### config.mk
export PLATFORM = sky130hd
export DESIGN_NAME = xing_light_ctrl
export DESIGN_NICKNAME = d
export VERILOG_FILES = /design/src/rtl/xing_pkg.sv /design/src/rtl/xing_tick_gen.sv /design/src/rtl/xing_phase_fsm.sv /design/src/rtl/xing_light_ctrl.sv
export SDC_FILE = /design/constraint.sdc
export NUM_CORES = 1
export LEC_CHECK = 0
export BUFFER_PORTS_ARGS = -buffer_cell sky130_fd_sc_hd__buf_2
export CELL_PAD_IN_SITES_DETAIL_PLACEMENT = 1
export CELL_PAD_IN_SITES_GLOBAL_PLACEMENT = 2
export CORE_MARGIN = 1
export CORE_UTILIZATION = 37
export DETAILED_ROUTE_END_ITERATION = 6
export PLACE_DENSITY = 0.78
export SLEW_MARGIN = 20
export SYNTH_ARGS = -nofsm -noshare
export SYNTH_HDL_FRONTEND = slang
export SYNTH_SLANG_ARGS = --single-unit
### constraint.sdc
create_clock -name clk -period 2.8 [get_ports clk]
set_clock_uncertainty 0.1 [all_clocks]
set_input_delay 0.14 -clock clk [delete_from_list [all_inputs] [get_ports clk]]
set_output_delay 0.14 -clock clk [all_outputs]
set_load 0.1 [all_outputs]
### src/rtl/xing_pkg.sv
package xing_pkg;
  typedef enum logic {
    PH_NS = 1'b0,
    PH_EW = 1'b1
  } phase_t;
endpackage

### src/rtl/xing_tick_gen.sv
module xing_tick_gen #(
  parameter int unsigned PERIOD = 30000
) (
  input  logic clk,
  input  logic rst,
  output logic tick
);
  localparam int unsigned CW   = (PERIOD > 2) ? $clog2(PERIOD) : 1;
  localparam logic [CW-1:0] LAST = CW'(PERIOD - 1);

  logic [CW-1:0] cnt_q;

  always_ff @(posedge clk) begin
    if (rst)               cnt_q <= '0;
    else if (cnt_q == LAST) cnt_q <= '0;
    else                   cnt_q <= cnt_q + 1'b1;
  end

  assign tick = (cnt_q == LAST);

  // the count never leaves its range, so the decision enable stays periodic
  assert_cnt_range_R6: assert property (@(posedge clk) disable iff (rst)
    cnt_q <= LAST);

  // the enable lasts a single cycle
  assert_tick_single_R6: assert property (@(posedge clk) disable iff (rst)
    tick |=> !tick);
endmodule

### src/rtl/xing_phase_fsm.sv
module xing_phase_fsm
  import xing_pkg::*;
(
  input  logic clk,
  input  logic rst,
  input  logic step,
  input  logic ns_wait,
  input  logic ew_wait,
  output logic ns_go,
  output logic ew_go
);
  phase_t state_q, state_d;

  always_comb begin
    state_d = state_q;
    if (step) begin
      unique case (state_q)
        PH_NS: if (ew_wait) state_d = PH_EW;
        PH_EW: if (ns_wait) state_d = PH_NS;
        default: state_d = PH_NS;
      endcase
    end
  end

  always_ff @(posedge clk) begin
    if (rst) state_q <= PH_NS;
    else     state_q <= state_d;
  end

  assign ns_go = (state_q == PH_NS);
  assign ew_go = (state_q == PH_EW);

  assert_hold_between_R6: assert property (@(posedge clk) disable iff (rst)
    !step |=> $stable(state_q));

  assert_ns_to_ew_R2: assert property (@(posedge clk) disable iff (rst)
    (step && state_q == PH_NS && ew_wait) |=> state_q == PH_EW);

  assert_ns_stay_R3: assert property (@(posedge clk) disable iff (rst)
    (step && state_q == PH_NS && !ew_wait) |=> state_q == PH_NS);

  assert_ew_to_ns_R4: assert property (@(posedge clk) disable iff (rst)
    (step && state_q == PH_EW && ns_wait) |=> state_q == PH_NS);

  assert_ew_stay_R5: assert property (@(posedge clk) disable iff (rst)
    (step && state_q == PH_EW && !ns_wait) |=> state_q == PH_EW);
endmodule

### src/rtl/xing_light_ctrl.sv
module xing_light_ctrl #(
  parameter int unsigned CLK_HZ    = 1000,
  parameter int unsigned DWELL_SEC = 30
) (
  input  logic clk,
  input  logic rst,
  input  logic ns_wait,
  input  logic ew_wait,
  output logic ns_go,
  output logic ew_go
);
  localparam int unsigned DWELL_CLKS = CLK_HZ * DWELL_SEC;

  logic step;

  xing_tick_gen #(.PERIOD(DWELL_CLKS)) u_tick (
    .clk  (clk),
    .rst  (rst),
    .tick (step)
  );

  xing_phase_fsm u_fsm (
    .clk     (clk),
    .rst     (rst),
    .step    (step),
    .ns_wait (ns_wait),
    .ew_wait (ew_wait),
    .ns_go   (ns_go),
    .ew_go   (ew_go)
  );

  // outside the decision edge the two lights keep their values
  assert_lights_hold_R8: assert property (@(posedge clk) disable iff (rst)
    !step |=> ($stable(ns_go) && $stable(ew_go)));
endmodule

==> run summary <==
syn nets -> 83
IO Count -> 6
R2R cell count -> 6
Via Count -> 539
CP arrival -> 2.25 ns
Worst-path clk slew -> 0.09 ns
Post-CTS Setup Inserts -> 0
Crit path largest cell delay -> 0.57 ns
routed wire length per instance -> 11.7 um
worst-path maximum fanout -> 7
die area -> 2160 um^2
Synth Flop Type -> dfxtp_1
R2R setup slack -> 0.68 ns
post-synthesis sequential area ratio -> 0.438
Synth-to-Final Area Change -> 11.1%
Post-DP HPWL -> 972 um
global-route wire length before repair -> 2270 um
Max Fclk -> 472 MHz
Setup Viol. Count Final -> 0
synth unique cells -> 21
fin cells -> 112
crit-path cells -> ha_1 > nand3_4 > nor4_4 > a21oi_1 > a311oi_1 > dlygate4sd3_1
r2r endpoint -> u_fsm.ew_go
cell count after synthesis -> 78
Initial Utilization -> 0.410
peak supply drop -> 0.305 mV
Antenna Nets Post-Route -> 0
status -> completed
minimum clock period -> 2.12 ns
CORE AREA -> 1780 um^2
Cell Pwr Density -> 489 nW/um^2
Filler cells -> 216
vias per cell -> 4.81
CTS tree -> built
Yosys Warn Count -> 0
Pre-antenna DRT Iters -> 2
CP Capture Point -> u_fsm.ew_go
root cell of the clock tree -> clkbuf_4
Die Span X -> 46.4 um
Post-Syn Area -> 731 um^2
RSZ-0062 raised after global routing -> false
buffers added on ports -> 5
Setup crit end kind -> flop
initial antenna violation count -> 0
total power -> 0.397 mW
EDFF count, synth -> 0
slowest CP cell -> dlygate4sd3_1
worst-skew pair later-pin latency -> 0.28 ns
number of global-route vias before repair -> 513
CP required -> 2.93 ns
fin nets -> 93
RePlAce Congestion -> 0.683
placed cell count -> 106
row cnt -> 15
MaxCap Viol Count -> 0
Multi-input gate area -> 364 um^2
Die H -> 46.4 um
leak pwr -> 0.263 nW
normalized max-slew margin -> 0.657
Max Root-Sink Buffers -> 2
largest net degree at the start of global routing -> 16
GRT Util Overall -> 0.154
FF/Latch Area -> 320 um^2
reg2reg start -> u_tick.cnt_q[0]
H-tree Lvls -> 1
Startpoint Class -> flop
antenna cells -> 0
Final Slew Violations -> 0
asr flop ratio synth -> 0
crit share post-route -> 0.757
critical path class -> reg2reg
post-layout util -> 0.455
initial drt markers -> 1
DRC -> 0
Synth Register Bits -> 16
final hold vios -> 0
Avg Cell Area, Syn -> 9.37 um^2
worst-margin pin slew -> 0.515 ns
Overflow after GRT -> 0
CTS Buf Count -> 3
Num Clock Sinks -> 16
layout cells sized above 1 -> 0.126
setup tns final -> 0 ns
total wire length -> 1310 um
Worst Hold Class -> reg2reg
Crit. Startpoint -> u_tick.cnt_q[0]
==> sequential cells by signal (all words and copies together) (netlist names) <==
name and count:
u_fsm.ew_go 1, u_tick.cnt_q 15
==> worst max-delay path, delay by kind of cell (launching register included) <==
| family | cells | cell delay, ns |
|---|---|---|
| flip-flops | 1 | 0.40 |
| buffers and inverters | 1 | 0.57 |
| adder cells (fa/ha/maj) | 1 | 0.25 |
| AND/OR/NAND/NOR | 2 | 0.40 |
| AO/OA/AOI/OAI | 2 | 0.34 |
==> what timing repair did <==
action,in CTS,in global routing
hold buffers,2,0
setup endpoints to repair,0,0
gates resized for setup,0,0
hold endpoints to repair,1,0
==> where the power goes <==
part,internal (mW),switching [mW],total [mW],leakage (nW)
combinational,0.00631,0.00758,0.0139,0.113
sequential,0.231,0.00450,0.236,0.129
clock,0.0791,0.0684,0.147,0.0210
==> Yosys cell counts, types with 2 or more instances <==
library cell,instances,share of area
nand4_1,4,0.034
nor2_1,17,0.087
xor2_1,4,0.048
nor4_1,2,0.017
nand4b_1,2,0.024
inv_1,4,0.021
nand3_1,2,0.014
nor3_1,4,0.027
nand2_1,4,0.021
dfxtp_1,16,0.44
xnor2_1,9,0.11
==> metrics by stage <==
| stage | setup slack, ns | hold WS, ns | instance area, um^2 |
|---|---|---|---|
| 6_report | 0.679 | 0.392 | 812 |
| 5_1_grt | 0.580 | 0.433 | 812 |
| 4_1_cts | 0.687 | 0.405 | 812 |
| 3_5_place_dp | 0.901 | 0.217 | 756 |
| 3_3_place_gp | 0.994 | 0.211 | 756 |
| 2_1_floorplan | 0.904 | 0.112 | 731 |
==> layout by cell type, fill, tap and decap left out <==
cell type and n:
xnor2_1 9, nand3_4 1, and4_1 1, nor3_1 4, nor4_4 1, clkbuf_4 3
a311oi_1 1, inv_1 4, nand2_1 4, nand3_1 2, nand4_1 4, clkbuf_8 1
a21oi_1 1, nand4b_1 2, or2_1 1, xor2_1 4, ha_1 1, nor2_1 17
nor4_1 2, dlygate4sd3_1 2, buf_2 5, or3_1 1, dfxtp_1 16
==> metal layers <==
layer	global-route usage	part of all wire	vias to the layer above
met2	0.247	0.47	8
li1	-	-	282
met3	0.0706	0.041	2
met1	0.185	0.47	247
met5	0	0	-
met4	0.0353	0.011	0
==> how the worst min path moves through the flow <==
stage                          from               to  slack [ns]  cells after the start
floorplan                       rst      u_fsm.ew_go        0.11                      1
global placement                rst      u_fsm.ew_go        0.21                      2
detailed placement              rst      u_fsm.ew_go        0.22                      2
CTS                 u_tick.cnt_q[0]  u_tick.cnt_q[0]        0.40                      1
global route        u_tick.cnt_q[0]  u_tick.cnt_q[0]        0.43                      1
finish              u_tick.cnt_q[0]  u_tick.cnt_q[0]        0.39                      1
==> cell type report <==
type	instances	area share
Inverter	4	0.0185
Multi-Input combinational cell	56	0.448
Timing Repair Buffer	7	0.0555
Clock buffer	4	0.0447
Sequential cell	16	0.394
Tap cell	25	0.0385
==> kinds of logic (layout without fill, tap and decap cells) <==
family	Yosys count	in the layout	share of synthesized area
XOR/XNOR	13	13	0.156
buffers and inverters	6	15	0.0634
AO/OA/AOI/OAI	2	2	0.0188
AND/OR/NAND/NOR	40	40	0.307
flip-flops	16	16	0.438
adder cells (fa/ha/maj)	1	1	0.0171
Power figures use the tool's default switching activity.
